[src/rtl/simfmt_pkg.sv]
package simfmt_pkg;

    typedef struct packed {
        logic ctrl;
        logic right;
        logic left;
        logic le;
    } lane_t;

    localparam int unsigned LANES       = 4;
    localparam int unsigned FIFO_DEPTH  = 32;
    localparam int unsigned CLK_DIVIDE  = 4;

    // level of the divided clock for a given phase count
    function automatic logic phase_is_high(input int unsigned ph, input int unsigned div);
        return ph < (div / 2);
    endfunction

    // next phase with wrap at the divide ratio
    function automatic int unsigned phase_next(input int unsigned ph, input int unsigned div);
        return (ph == div - 1) ? 0 : ph + 1;
    endfunction

endpackage

[src/rtl/sf_lane_store.sv]
module sf_lane_store
    import simfmt_pkg::*;
#(
    parameter int unsigned DEPTH = FIFO_DEPTH,
    localparam int unsigned PTRW = $clog2(DEPTH),
    localparam int unsigned LVLW = $clog2(DEPTH + 1)
) (
    input  logic            clk,
    input  logic            rst,
    input  logic            wr_req,
    input  lane_t           wr_word,
    input  logic            rd_req,
    output lane_t           head_word,
    output logic            not_empty,
    output logic [LVLW-1:0] level,
    output logic            ovf,
    output logic            udf
);
    localparam logic [LVLW-1:0] FULL_LVL = LVLW'(DEPTH);
    localparam logic [PTRW-1:0] LAST_PTR = PTRW'(DEPTH - 1);

    lane_t           mem [DEPTH];
    logic [PTRW-1:0] wp, rp;
    logic            wr_go, rd_go;

    assign not_empty = (level != '0);
    assign wr_go     = wr_req && (level != FULL_LVL);
    assign rd_go     = rd_req && not_empty;
    assign head_word = mem[rp];

    always_ff @(posedge clk) begin
        if (wr_go) mem[wp] <= wr_word;
    end

    always_ff @(posedge clk) begin
        if (rst) begin
            wp    <= '0;
            rp    <= '0;
            level <= '0;
            ovf   <= 1'b0;
            udf   <= 1'b0;
        end else begin
            if (wr_go) wp <= (wp == LAST_PTR) ? '0 : wp + 1'b1;
            if (rd_go) rp <= (rp == LAST_PTR) ? '0 : rp + 1'b1;
            if (wr_go && !rd_go)      level <= level + 1'b1;
            else if (rd_go && !wr_go) level <= level - 1'b1;
            if (wr_req && !wr_go) ovf <= 1'b1;
            if (rd_req && !rd_go) udf <= 1'b1;
        end
    end


    count_bound_chk: assert property (@(posedge clk) disable iff (rst)
        level <= FULL_LVL);


    count_step_chk: assert property (@(posedge clk) disable iff (rst)
        (level == $past(level)) || (level == $past(level) + 1'b1) || (level + 1'b1 == $past(level)));


    ovf_sticky_chk: assert property (@(posedge clk) disable iff (rst)
        $past(ovf) |-> ovf);


    udf_sticky_chk: assert property (@(posedge clk) disable iff (rst)
        $past(udf) |-> udf);

endmodule

[src/rtl/sf_bit_divider.sv]
module sf_bit_divider
    import simfmt_pkg::*;
#(
    parameter int unsigned DIV = CLK_DIVIDE,
    localparam int unsigned PW = (DIV > 2) ? $clog2(DIV) : 1
) (
    input  logic clk,
    input  logic rst,
    input  logic tick,
    input  logic arm,
    output logic bck,
    output logic rd_slot
);
    localparam logic [PW-1:0] FALL_PH = PW'(DIV / 2 - 1);

    logic [PW-1:0] ph;
    logic          running;

    assign bck     = phase_is_high(int'(ph), DIV);
    assign rd_slot = running && tick && (ph == FALL_PH);

    always_ff @(posedge clk) begin
        if (rst) begin
            ph      <= '0;
            running <= 1'b0;
        end else begin
            if (running && tick) ph <= PW'(phase_next(int'(ph), DIV));
            if (arm) running <= 1'b1;
        end
    end


    run_sticky_chk: assert property (@(posedge clk) disable iff (rst)
        $past(running) |-> running);

endmodule

[src/rtl/sf_out_stage.sv]
module sf_out_stage
    import simfmt_pkg::*;
(
    input  logic  clk,
    input  logic  rst,
    input  logic  load,
    input  lane_t word_in,
    output lane_t word_q
);
    always_ff @(posedge clk) begin
        if (rst)       word_q <= '0;
        else if (load) word_q <= word_in;
    end
endmodule

[src/rtl/simfmt_rate_fifo.sv]
module simfmt_rate_fifo
    import simfmt_pkg::*;
#(
    parameter int unsigned DEPTH = FIFO_DEPTH,
    parameter int unsigned DIV   = CLK_DIVIDE,
    localparam int unsigned LVLW = $clog2(DEPTH + 1)
) (
    input  logic             clk,
    input  logic             rst,
    input  logic             bck_tick,
    input  logic             wr_en,
    input  logic [LANES-1:0] wr_lanes,
    output logic             dac_bck,
    output logic             dac_le,
    output logic             dac_l,
    output logic             dac_r,
    output logic             dac_ctrl,
    output logic             half_full,
    output logic             ovf_flag,
    output logic             udf_flag
);
    localparam logic [LVLW-1:0] HALF_LVL = LVLW'(DEPTH / 2);

    lane_t           head, out_word;
    logic            not_empty, rd_slot;
    logic [LVLW-1:0] level;

    assign half_full = (level >= HALF_LVL);

    sf_lane_store #(.DEPTH(DEPTH)) u_store (
        .clk(clk), .rst(rst),
        .wr_req(bck_tick && wr_en), .wr_word(lane_t'(wr_lanes)),
        .rd_req(rd_slot), .head_word(head), .not_empty(not_empty),
        .level(level), .ovf(ovf_flag), .udf(udf_flag)
    );

    sf_bit_divider #(.DIV(DIV)) u_div (
        .clk(clk), .rst(rst), .tick(bck_tick), .arm(half_full),
        .bck(dac_bck), .rd_slot(rd_slot)
    );

    sf_out_stage u_out (
        .clk(clk), .rst(rst), .load(rd_slot && not_empty),
        .word_in(head), .word_q(out_word)
    );

    assign dac_le   = out_word.le;
    assign dac_l    = out_word.left;
    assign dac_r    = out_word.right;
    assign dac_ctrl = out_word.ctrl;


    lane_hold_chk: assert property (@(posedge clk) disable iff (rst)
        !$fell(dac_bck) |-> $stable(out_word));


    bck_stable_chk: assert property (@(posedge clk) disable iff (rst)
        !$past(bck_tick) |-> $stable(dac_bck));

endmodule

[config.mk]
export PLATFORM = sky130hd
export DESIGN_NAME = simfmt_rate_fifo
export DESIGN_NICKNAME = d
export VERILOG_FILES = /design/src/rtl/simfmt_pkg.sv /design/src/rtl/sf_lane_store.sv /design/src/rtl/sf_bit_divider.sv /design/src/rtl/sf_out_stage.sv /design/src/rtl/simfmt_rate_fifo.sv
export SDC_FILE = /design/constraint.sdc
export NUM_CORES = 1
export LEC_CHECK = 0
export BUFFER_PORTS_ARGS = -buffer_cell sky130_fd_sc_hd__buf_2
export CORE_UTILIZATION = 46
export CTS_BUF_LIST = sky130_fd_sc_hd__clkbuf_4 sky130_fd_sc_hd__clkbuf_8 sky130_fd_sc_hd__clkbuf_16
export DETAILED_ROUTE_END_ITERATION = 10
export GPL_TIMING_DRIVEN = 0
export PLACE_DENSITY_LB_ADDON = 0.3
export REMOVE_ABC_BUFFERS = 1
export SYNTH_ARGS = -nofsm -noshare
export SYNTH_HDL_FRONTEND = slang
export SYNTH_SLANG_ARGS = --single-unit
[constraint.sdc]
create_clock -name clk -period 4.05 [get_ports clk]
set_input_delay 0.405 -clock clk [delete_from_list [all_inputs] [get_ports clk]]
set_output_delay 0.405 -clock clk [all_outputs]
set_load 0.01 [all_outputs]
; Word level (Yosys, flattened, before mapping)
; Memories as Yosys holds them, arrays and structs flattened. A register that Yosys moved wholly into a read port is not among the register bits.
; Index checks and enable logic that the tools add are counted.
[classes]
addsub = 5
magnitude_cmp = 2
eq_ne = 5
n_mux = 7
reduce_logical = 13
[op_table]
columns = op, n
row1 = $mux 6, 2
row2 = $add 5x1->5 const B, 2
row3 = $eq 5x5->1 const B, 2
row4 = $mux 5, 2
row5 = $logic_and 1x1->1, 9
row6 = $add 6x1->6 const B, 1
row7 = $ge 6x5->1 const B, 1
row8 = $ne 6x6->1 const B, 1
row9 = $reduce_bool 6->1, 1
row10 = $sub 6x1->6 const B, 1
row11 = $add 2x1->2 const B, 1
row12 = $eq 2x1->1 const B, 1
row13 = $eq 2x2->1 const B, 1
row14 = $logic_not 1->1, 2
row15 = $lt 2x2->1 const B, 1
row16 = $mux 1, 2
row17 = $mux 2, 1
row18 = $reduce_bool 2->1, 1
[word_totals]
reg_bits = 21
ram_bits = 128
inputBits = 8
output_inout_bits = 8
wordCells = 40
mem_count = 1
[memory_table]
columns = memory, words, width, rd, rd_ports_with_merged_regs, wr, line_no
row1 = u_store.mem, 32, 4, 1, 1, 1, sf_lane_store.sv:22  ; lane_t mem [DEPTH];

; Logic depth before layout (Yosys ltp)
; Gate-level depths: netlist of run 1.
[logic_depth]
ltp_word = 6
ltp_mapped = 13
ltp_nobuf = 12

; By module
; From an unflattened synthesis of run 1, not the netlist that was laid out.
[hier_totals]
cells_unflattened = 450
hier_area_um2 = 6636.4
[modules_own_cells]
columns = mod, n_inst, cells_per_inst, area_each_um2, seq_area_each_um2
row1 = sf_lane_store, 1, 420, 6333.6, 4304.1
row2 = sf_bit_divider, 1, 14, 143.9, 60.1
row3 = sf_out_stage, 1, 13, 140.1, 80.1
row4 = simfmt_rate_fifo, 1, 3, 18.8, 0.0

; Least setup slack after synthesis of run 1
; OpenSTA, ideal clock, no wires.
[synth_path]
path_type = register to register
from = register u_store.level[5]
to = register u_store.level[4]
setup_time_ns = 0.070
t_arrival_ns = 2.831
required_time_ns = 3.980
path_slack_ns = 1.149
stages_incl_launch_ff = 13
path_buffers = 2
synth_period_minus_slack_ns = 2.901
cell_sequence = dfxtp_1 > buf_2 > nor4_2 > a21o_1 > buf_2 > ha_1 > inv_1 > ha_1 > nor2b_1 > o21a_1 > o21ai_0 > or3b_2 > a21oi_1
[synth_between]
elab_chain_cells = 5
word_cells_on_any_way = 10
classes_between = eq/ne (1) / mux (1) / reduce/logical (8)
[synth_rtl]
columns = item, line_no
row1 = start: declaration, sf_lane_store.sv:15  ; output logic [LVLW-1:0] level,
row2 = start signal: assignment, sf_lane_store.sv:45  ; if (wr_go && !rd_go) level <= level + 1'b1;
row3 = start signal: assignment, sf_lane_store.sv:46  ; else if (rd_go && !wr_go) level <= level - 1'b1;
row4 = $ne 6x6->1 / $reduce_bool 6->1 (equally long branches), "sf_lane_store.sv:27, sf_lane_store.sv:26"
row5 = "$logic_and 1x1->1, on equally long branches", "sf_lane_store.sv:27, sf_lane_store.sv:28"
row6 = "$logic_not 1->1, on equally long branches", "sf_lane_store.sv:46, sf_lane_store.sv:45"
row7 = "$logic_and 1x1->1, on equally long branches", "sf_lane_store.sv:46, sf_lane_store.sv:45"
row8 = $reduce_bool 2->1 (no line) / $mux 6 (equally long branches), -
; Parallel ways exist; a longest one is shown, timed or not.
; A chain may end at the register's enable or synchronous reset.

; Worst setup path after layout of run 1
; Ends and elaborated chain as after synthesis.

==> summary.md, run 1 <==
| Metric | Value |
|---|---|
| CP Launch Type | register |
| First-pass GRT wire length | 19600 um |
| DR pass1 iterations | 5 |
| Asr flop ratio synth | 0% |
| Via density | 5.61 |
| Largest fanout on the critical path | 13 |
| Fmax | 299 MHz |
| Final WL | 12200 um |
| Layout fillers | 1099 |
| Routed Antenna Nets | 0 |
| Maximum root-to-sink buffer count | 2 |
| CTS Sinks | 153 |
| Final min period | 3340 ps |
| Starting Density | 48.0% |
| Status | complete, no violations |
| Skew-Pair Late Insertion Delay | 420 ps |
| # diodes | 0 |
| RSZ-0062 raised after global routing | false |
| Max-capacitance violation count | 0 |
| Worst Hold End | u_store.ovf$_SDFFE_PP0P_ |
| Largest net degree at the start of global routing | 35 |
| EDFF count, synth | 128 |
| Post-CTS Setup Bufs | 0 |
| Min-Delay Path Class | in -> reg |
| Crit-path most repeated cell | ha_1 |
| Pleak | 2.35 nW |
| # DRC | 0 |
| Synth Register Bits | 153 |
| Ys Warns | 0 |
| Reg2Reg Depth | 10 |
| Core area | 13500 sq um |
| Sequential area share after synthesis | 67.3% |
| Nets | 458 |
| HP Start | wr_en |
| Crit Reg-Reg Endpoint | u_store.level[4]$_SDFFE_PP0P_ |
| Grt ovf | 0 |
| Crit-path slowest cell | a21o_1 |
| PortBufs | 15 |
| Synthesized area | 6460 sq um |
| Drt initial violations | 357 |
| Per-cell routed wire length | 19.6 um |
| Post-synth cell types | 49 |
| Clock Pin Slew Worst Setup and Hold Paths | 60 ps |
| CTS tree | yes |
| R2R Setup Slk | 710 ps |
| Fin. Hold Viols | 0 |
| Hold-fix buffer count after cts | 0 |
| Share of cells above drive strength 1 | 18.8% |
| Vias in the first global route | 3605 |
| Worst reg2reg startpoint | u_store.level[5]$_SDFFE_PP0P_ |
| Critical Path RT | 4400 ps |
| Crit path cell chain | nor4_2 -> a21o_1 -> ha_1 -> inv_1 -> ha_1 -> nor2b_1 -> o21a_1 -> o21ai_0 -> or3b_2 -> a21oi_1 |
| Post-route cell area | 7270 sq um |
| Initial antenna violation count | 0 |
| Number of gates resized after cts | 0 |
| Root Buffer | clkbuf_16 |
| Number of top-level pins | 16 |
| Via count | 3493 |
| Pwr/cell area | 487 nW/um^2 |
| Final Cycle Share | 82.6% |
| Die Span Y | 120 um |
| CP arrival | 3690 ps |
| Critical path type | reg -> reg |
| H-tree depth | 4 |
| DIE AREA | 14500 sq um |
| TritonCTS Buffers | 17 |
| Dpl cell area | 6670 sq um |
| Worst setup EP type | register |
| Total track usage | 18.8% |
| Setup TNS | 0 ps |
| Rel. slew slack | 33.5% |
| Primary FF master, synth | edfxtp_1 |
| Horiz. Die Dim | 120 um |
| Syn Inst Count | 420 |
| VDD IR max | 0.311 mV |
| Clk_skew | 6.37 ps |
| Tot Pwr | 3.54 mW |
| Worst-Margin Slew | 996 ps |
| Slew Limit Fails | 0 |
| Crit path largest cell delay | 480 ps |
| Synth-to-layout area growth | 12.5% |
| Final GP Congestion | 0.754 |
| Rows | 42 |
| Worst hold stages | 3 |
| Avg Inst Size Synth | 15.4 sq um |
| Setup-failing EPs final | 0 |
| Detailed placement HPWL | 7800 um |
synth_stat cells (2+ instances only):
cell	instances	area, sq um
a21oi_1	14	70.1
nand3b_1	9	67.6
nor4_1	2	12.5
inv_1	9	33.8
a31oi_1	2	12.5
buf_1	2	7.51
ha_1	15	188
a22oi_1	5	37.5
mux2i_1	11	110
nand3_1	15	75.1
edfxtp_1	128	3840
nor2b_1	5	31.3
clkbuf_1	9	33.8
nor2_1	59	221
or4_1	2	15.0
o21ai_0	7	35.0
and3_1	3	18.8
or3b_2	2	17.5
o21a_1	3	22.5
mux4_2	32	721
nand2_1	23	86.3
nor3_1	5	25.0
o211ai_1	2	15.0
dfxtp_1	25	500
buf_2	7	35.0
critical path, delay by kind of cell, from the launching register on:
kind / cells / cell delay (ps)
AO/OA/AOI/OAI: 4 / 920
buffers and inverters: 1 / 190
flip-flops: 1 / 400
AND/OR/NAND/NOR: 3 / 1020
adder cells (fa/ha/maj): 2 / 730
flip-flops by register name, summed over array words and instances, names as in the netlist:
| signal | flops |
|---|---|
| u_div.running | 1 |
| u_store.mem | 128 |
| u_store.ovf | 1 |
| u_store.udf | 1 |
| u_div.ph | 2 |
| u_store.rp | 5 |
| u_store.level | 6 |
| u_store.wp | 5 |
| u_out.word_q | 4 |
layout make-up:
| type | count | area [sq um] | share of cell area [%] |
|---|---|---|---|
| sequential | 153 | 4350 | 59.8 |
| tap | 176 | 220 | 3.03 |
| multi-input combinational | 237 | 1970 | 27.1 |
| clock buffer | 17 | 425 | 5.86 |
| inverter | 9 | 33.8 | 0.465 |
| clock inverter | 15 | 175 | 2.41 |
| timing repair buffer | 16 | 95.1 | 1.31 |
cell families (layout without fill, tap and decap cells):
family / Yosys count / after routing / share of synthesized area [%]
xor+xnor: 2 / 2 / 0.271
mux: 43 / 43 / 12.9
flops: 153 / 153 / 67.3
simple gates: 134 / 134 / 9.98
buf+inv: 30 / 57 / 2.23
fa+ha+maj: 16 / 16 / 3.22
compound gates: 42 / 42 / 4.17
metal layers:
layer / GRT usage, % / share of wire [%]
met4: 8.87 / 2.7
met5: 0 / 0
met2: 29.7 / 49
met3: 5.75 / 5.5
met1: 23.8 / 43
power breakdown:
part | switching, mW | total (mW) | internal [mW]
logic | 0.116 | 0.193 | 0.0764
registers | 0.0268 | 1.75 | 1.73
clock network | 0.623 | 1.59 | 0.969
how the worst max path moves through the flow:
stage               slack, ps                           from                       endpoint
floorplan                1170     u_store.rp[0]$_SDFFE_PP0P_   u_out.word_q[3]$_SDFFE_PP0P_
global placement          590     u_store.rp[0]$_SDFFE_PP0P_   u_out.word_q[3]$_SDFFE_PP0P_
detailed placement        760  u_store.level[5]$_SDFFE_PP0P_  u_store.level[4]$_SDFFE_PP0P_
CTS                       690  u_store.level[5]$_SDFFE_PP0P_  u_store.level[4]$_SDFFE_PP0P_
global route              420  u_store.level[5]$_SDFFE_PP0P_  u_store.level[4]$_SDFFE_PP0P_
finish                    710  u_store.level[5]$_SDFFE_PP0P_  u_store.level[4]$_SDFFE_PP0P_
through the flow:
| stage | cells | util [%] | setup WS [ps] | hold slack (ps) |
|---|---|---|---|---|
| CTS | 623 | 54.0 | 694 | 261 |
| global route | 623 | 54.0 | 416 | 259 |
| detailed placement | 591 | 49.5 | 761 | 457 |
| global placement | 590 | 49.4 | 595 | 435 |
| finish | 623 | 54.0 | 706 | 279 |
| floorplan | 399 | - | 1170 | 460 |
layout by cell type (no fill, tap or decap), types with 2 or more instances in the layout:
cell type / instances
nor4_1: 2
mux2i_1: 11
o211ai_1: 2
a31oi_1: 2
clkbuf_16: 17
nand3b_1: 9
or3b_2: 2
a22oi_1: 5
nor2_1: 59
buf_2: 15
o21a_1: 3
o21ai_0: 7
ha_1: 15
a21oi_1: 14
or4_1: 2
clkinv_4: 5
inv_1: 9
edfxtp_1: 128
bufinv_16: 3
clkinv_1: 3
nand2_1: 23
and3_1: 3
nand3_1: 15
dfxtp_2: 2
nor2b_1: 5
nor3_1: 5
mux4_2: 32
inv_6: 2
dfxtp_1: 23
(Power assumes the default switching activity.)
==> run 2, diff against run 1 <==
==> constraint.sdc (replaced) <==
create_clock -name clk -period 3.5 [get_ports clk]
set_input_delay 0.35 -clock clk [delete_from_list [all_inputs] [get_ports clk]]
set_output_delay 0.35 -clock clk [all_outputs]
set_load 0.01 [all_outputs]
==> run 2 against run 1 <==
Effect of this change:
- utilization about the same
- first-iteration DRC count down 2.0%
- sequential power up 16%
- clock power up 16%
- sequential share of layout area about the same
- worst setup slack worse by 420 ps
- design area about the same
- die area unchanged
- clock skew about the same
- critical path depth unchanged
- via count up 0.11%
- critical path type unchanged
==> summary.md, run 2 (same netlist as run 1, synthesis figures left out) <==
| Metric | Value |
|---|---|
| Status | complete, no violations |
| Detailed placement HPWL | 7800 um |
| Final WL | 12300 um |
| Power Internal | 3.21 mW |
| PortBufs | 15 |
| # DRC | 0 |
| Worst setup EP type | register |
| Pleak | 2.35 nW |
| Skew-Pair Late Insertion Delay | 420 ps |
| VDD IR max | 0.363 mV |
| Switching Fraction | 21.8% |
| Largest fanout on the critical path | 12 |
| Slew Limit Fails | 0 |
| Core area | 13500 sq um |
| Final GP Congestion | 0.754 |
| Max-capacitance violation count | 0 |
| Worst hold stages | 3 |
| Critical path type | reg -> reg |
| Final min period | 3210 ps |
| Synth-to-layout area growth | 12.6% |
| Root Buffer | clkbuf_16 |
| Routed Antenna Nets | 0 |
| Footprint of the multi-input gates | 1970 sq um |
| Horiz. Die Dim | 120 um |
| Number of top-level pins | 16 |
| Largest regs | u_store.mem: 128 flops, u_store.level: 6 flops |
| Clk_skew | 6.61 ps |
| Pwr/cell area | 564 nW/um^2 |
| Sequential Area | 4350 sq um |
| Comb pwr share | 5.5% |
| DR pass1 iterations | 7 |
| H-tree depth | 4 |
| Rows | 42 |
| Maximum root-to-sink buffer count | 2 |
| Clock Pin Slew Worst Setup and Hold Paths | 60 ps |
| Setup-failing EPs final | 0 |
| Per-cell routed wire length | 19.7 um |
| Sequential share of power | 49.5% |
| Max reg flops | 128 |
| Worst-Margin Slew | 999 ps |
| CP Launch Type | register |
| Starting Density | 48.0% |
| DIE AREA | 14500 sq um |
| Reg2Reg Depth | 10 |
| Most flops, register | u_store.mem |
| Via density | 5.61 |
| Most frequent cells in the layout | 128 x edfxtp_1, 59 x nor2_1, 32 x mux4_2 |
| Initial antenna violation count | 0 |
| Setup TNS | 0 ps |
| Rel. slew slack | 33.3% |
| Min-Delay Path Class | in -> reg |
| Die Span Y | 120 um |
| Largest net degree at the start of global routing | 35 |
| Final worst setup slack | 289 ps |
| NetSw | 893 uW |
| TritonCTS Buffers | 17 |
| # diodes | 0 |
| CTS tree | yes |
| Via count | 3497 |
| CTS Sinks | 153 |
| Share of cells above drive strength 1 | 19.2% |
| Most common cell after layout, fill and taps aside | edfxtp_1 |
| Critical Path RT | 3850 ps |
| Fmax | 311 MHz |
| RSZ-0062 raised after global routing | false |
| Place WS | 211 ps |
| Final Cycle Share | 91.8% |
| R2R Setup Slk | 290 ps |
| Grt ovf | 0 |
| Layout fillers | 1096 |
| CP arrival | 3560 ps |
| Nets | 458 |
| Drt initial violations | 350 |
| Clock network fraction of total power | 45.0% |
| Total track usage | 18.8% |
| Vias in the first global route | 3605 |
| First-pass GRT wire length | 19600 um |
| Fin. Hold Viols | 0 |
-- run 2: timing repair --
item,in CTS,in global routing
resized for setup,0,2
hold endpoints to repair,0,0
hold buffers,0,0
setup buffers,0,0
setup endpoints to repair,0,1
-- run 2: layer usage --
metal	up-vias	global-route usage [%]	part of all wire [%]
li1	1645	-	-
met1	1725	23.8	43
met2	106	29.7	48
met3	21	5.75	5.7
met4	0	8.87	2.7
met5	-	0	0
-- run 2: path summary, 6_finish.rpt --
kind / end / from
worst max-delay path: u_store.level[4]$_SDFFE_PP0P_ / u_store.level[5]$_SDFFE_PP0P_
worst min-delay path: u_store.ovf$_SDFFE_PP0P_ / wr_en
worst max register to register: u_store.level[4]$_SDFFE_PP0P_ / u_store.level[5]$_SDFFE_PP0P_
worst min register to register: u_store.ovf$_SDFFE_PP0P_ / u_store.ovf$_SDFFE_PP0P_
-- run 2: stage by stage --
stage | cell area, sq um | power, mW | util [%] | std cells | hold WS [ps]
final | 7270 | 4.10 | 54.0 | 623 | 222
after global routing | 7270 | 4.22 | 54.0 | 623 | 204
after CTS | 7270 | 4.12 | 54.0 | 623 | 206
after detailed placement | 6670 | 2.29 | 49.5 | 591 | 457
after global placement | 6640 | 2.28 | 49.4 | 590 | 435
after floorplan | 6350 | 2.21 | - | 399 | 419
-- run 2: critical path, cell delays in order (launching register included) --
cell and delay (ps):
dfxtp_1 500, nor4b_1 500, a21oi_2 250, ha_1 360, inv_1 210, ha_1 290
nor2b_1 140, o21a_1 170, o21ai_0 130, or3b_2 450, a21oi_1 140
-- run 2: cell type report --
class / count / share of cell area (%)
timing repair buffer: 16 / 1.31
multi-input combinational: 237 / 27.2
inverter: 9 / 0.465
tap: 176 / 3.03
clock inverter: 15 / 2.41
clock buffer: 17 / 5.85
sequential: 153 / 59.8
-- run 2: power groups by stage --
stage	sequential [mW]	combinational, mW	clock [mW]
2_1_floorplan	2.06	0.147	0
3_3_place_gp	2.07	0.209	0
3_5_place_dp	2.07	0.225	0
4_1_cts	2.03	0.226	1.86
5_1_grt	2.03	0.254	1.93
6_report	2.03	0.225	1.85
==> run 3, diff against run 2 <==
--- a/config.mk
+++ b/config.mk
@@ -6,8 +6,7 @@
 export NUM_CORES = 1
 export LEC_CHECK = 0
 export BUFFER_PORTS_ARGS = -buffer_cell sky130_fd_sc_hd__buf_2
-export CORE_UTILIZATION = 46
-export CTS_BUF_LIST = sky130_fd_sc_hd__clkbuf_4 sky130_fd_sc_hd__clkbuf_8 sky130_fd_sc_hd__clkbuf_16
+export CORE_UTILIZATION = 35
 export DETAILED_ROUTE_END_ITERATION = 10
 export GPL_TIMING_DRIVEN = 0
 export PLACE_DENSITY_LB_ADDON = 0.3
==> run 3 against run 2 <==
Effect of this change:
- cell count rose by 8.5%
- via count barely moved
- non-clock buffer count did not move
- first-iteration DRC count fell by 23%
- sequential power barely moved
- fmax barely moved
- routed wire length rose by 2.9%
- sequential cell count did not move
- clock skew rose by 4.1 ps
- register-to-register slack barely moved
==> summary.md, run 3 (same netlist as run 1, synthesis figures left out) <==
| Metric | Value |
|---|---|
| Status | complete, no violations |
| Starting Density | 35.8% |
| Worst Setup EP | u_store.level[4]$_SDFFE_PP0P_ |
| Via count | 3496 |
| # diodes | 0 |
| Placed Instances | 644 |
| Clk_skew | 10.7 ps |
| Nets | 458 |
| CP Launch Type | register |
| # DRC | 0 |
| Critical path buffer and inverter count | 1 |
| DR pass1 iterations | 5 |
| Setup-failing EPs final | 0 |
| Post-route cell area | 7280 sq um |
| CTS tree | yes |
| Crit path from | u_store.level[5]$_SDFFE_PP0P_ |
| Max-capacitance violation count | 0 |
| Core area | 18000 sq um |
| Grt ovf | 0 |
| Root Buffer | clkbuf_16 |
| Fin. Hold Viols | 0 |
| Final WL | 12600 um |
| Final GP Congestion | 0.756 |
| Tot Pwr | 3.94 mW |
| Final min period | 3210 ps |
| Detailed placement HPWL | 8050 um |
| Critical path type | reg -> reg |
| H-tree depth | 4 |
| Crit path cell chain | nor4_2 -> a21o_2 -> ha_1 -> inv_1 -> ha_1 -> nor2b_1 -> o21a_1 -> o21ai_0 -> or3b_2 -> a21oi_1 |
| Place WS | 176 ps |
| Dpl cell area | 6730 sq um |
| Worst-Margin Slew | 1060 ps |
| Fmax | 311 MHz |
| Stages on worst setup path | 10 |
| Initial antenna violation count | 0 |
| First-pass GRT wire length | 19800 um |
| Share of cells above drive strength 1 | 19.7% |
| Clock Pin Slew Worst Setup and Hold Paths | 70 ps |
| CTS Sinks | 153 |
| Skew-Pair Late Insertion Delay | 420 ps |
| Final worst setup slack | 289 ps |
| Most frequent cells in the layout | 128 x edfxtp_1, 59 x nor2_1, 32 x mux4_2 |
| Slew Limit Fails | 0 |
| Crit path largest cell delay | 450 ps |
| R2R Setup Slk | 290 ps |
| Horiz. Die Dim | 138 um |
| Final Cycle Share | 91.7% |
| Routed Antenna Nets | 0 |
| Per-cell routed wire length | 18.7 um |
| Crit-path most repeated cell | ha_1 |
| Crit-path slowest cell | nor4_2 |
| Worst setup EP type | register |
| VDD IR max | 0.311 mV |
| Layout fillers | 1650 |
| Hold-fix buffer count after cts | 0 |
| DIE AREA | 19000 sq um |
| Min-Delay Path Class | in -> reg |
| Drt initial violations | 269 |
| Delay-heaviest family, CP | simple AND/OR/NAND/NOR gates |
| Rows | 49 |
| Number of gates resized after cts | 0 |
| Rel. slew slack | 29.4% |
| Max reg flops | 128 |
| Non-Filler Instances | 676 |
| Critical Path RT | 3850 ps |
| Post-CTS Setup Bufs | 0 |
| CP arrival | 3560 ps |
| Via density | 5.17 |
| Synth-to-layout area growth | 12.7% |
| Hold Slack | 193 ps |
| Maximum root-to-sink buffer count | 2 |
| Crit Reg-Reg Endpoint | u_store.level[4]$_SDFFE_PP0P_ |
| Largest fanout on the critical path | 13 |
| Die Span Y | 138 um |
| Total track usage | 14.4% |
| RSZ-0062 raised after global routing | false |
| Most common cell after layout, fill and taps aside | edfxtp_1 |
| Reg2Reg Depth | 10 |
| Largest net degree at the start of global routing | 35 |
| PortBufs | 15 |
| Worst reg2reg startpoint | u_store.level[5]$_SDFFE_PP0P_ |
| TritonCTS Buffers | 17 |
| Vias in the first global route | 3568 |
| Most flops, register | u_store.mem |
| Number of top-level pins | 16 |
| Pleak | 2.32 nW |
| Pwr/cell area | 541 nW/um^2 |
| Largest regs | u_store.mem: 128 flops, u_store.level: 6 flops |
-- run 3: cell count changes in the layout (fill, tap and decap cells not counted), sizes merged --
cell,before,now
inv,11,16
clkinvlp,1,2
clkinv,9,5
clkbuf,17,18
bufinv,3,0
-- run 3: worst min-delay path by stage --
stage               slack [ps]                             to  cells past startpoint                startpoint
floorplan                  420  u_store.level[2]$_SDFFE_PP0P_                      1                       rst
global placement           430       u_store.ovf$_SDFFE_PP0P_                      2  u_store.ovf$_SDFFE_PP0P_
detailed placement         440       u_store.ovf$_SDFFE_PP0P_                      2  u_store.ovf$_SDFFE_PP0P_
CTS                        180       u_store.ovf$_SDFFE_PP0P_                      3                     wr_en
global route               190       u_store.ovf$_SDFFE_PP0P_                      3                     wr_en
finish                     190       u_store.ovf$_SDFFE_PP0P_                      3                     wr_en
-- run 3: final cells by class --
cell class,instances,area [sq um],share of cell area [%]
multi-input combinational,237,1970,27.1
tap,229,287,3.94
clock inverter,14,114,1.56
timing repair buffer,16,95.1,1.31
inverter,9,33.8,0.464
sequential,153,4350,59.7
clock buffer,18,429,5.90
-- run 3: worst register-to-register path, delay by kind of cell, from the launching register on --
kind	cells	cell delay, ps
DFF	1	390
buffers and inverters	1	200
AOI/OAI and AO/OA	4	810
adders and majority gates	2	700
and+or+nand+nor	3	1030
-- run 3: stage by stage --
step           utilization (%)  setup TNS [ps]
6_report                  40.4               0
5_1_grt                   40.4               0
4_1_cts                   40.4               0
3_5_place_dp              37.3               0
3_3_place_gp              37.2            -195
2_1_floorplan                -               0
-- run 3: report_power, final --
part / switching, mW / internal [mW]
clock: 0.765 / 0.924
sequential: 0.0306 / 2.00
combinational: 0.135 / 0.0891
-- run 3: routing by layer --
layer	wire, um	up-vias	global-route usage (%)
met3	741	7	2.87
met2	6070	93	22.5
li1	-	1642	-
met1	5720	1754	19.7
met5	0	-	0
met4	94	0	5.68
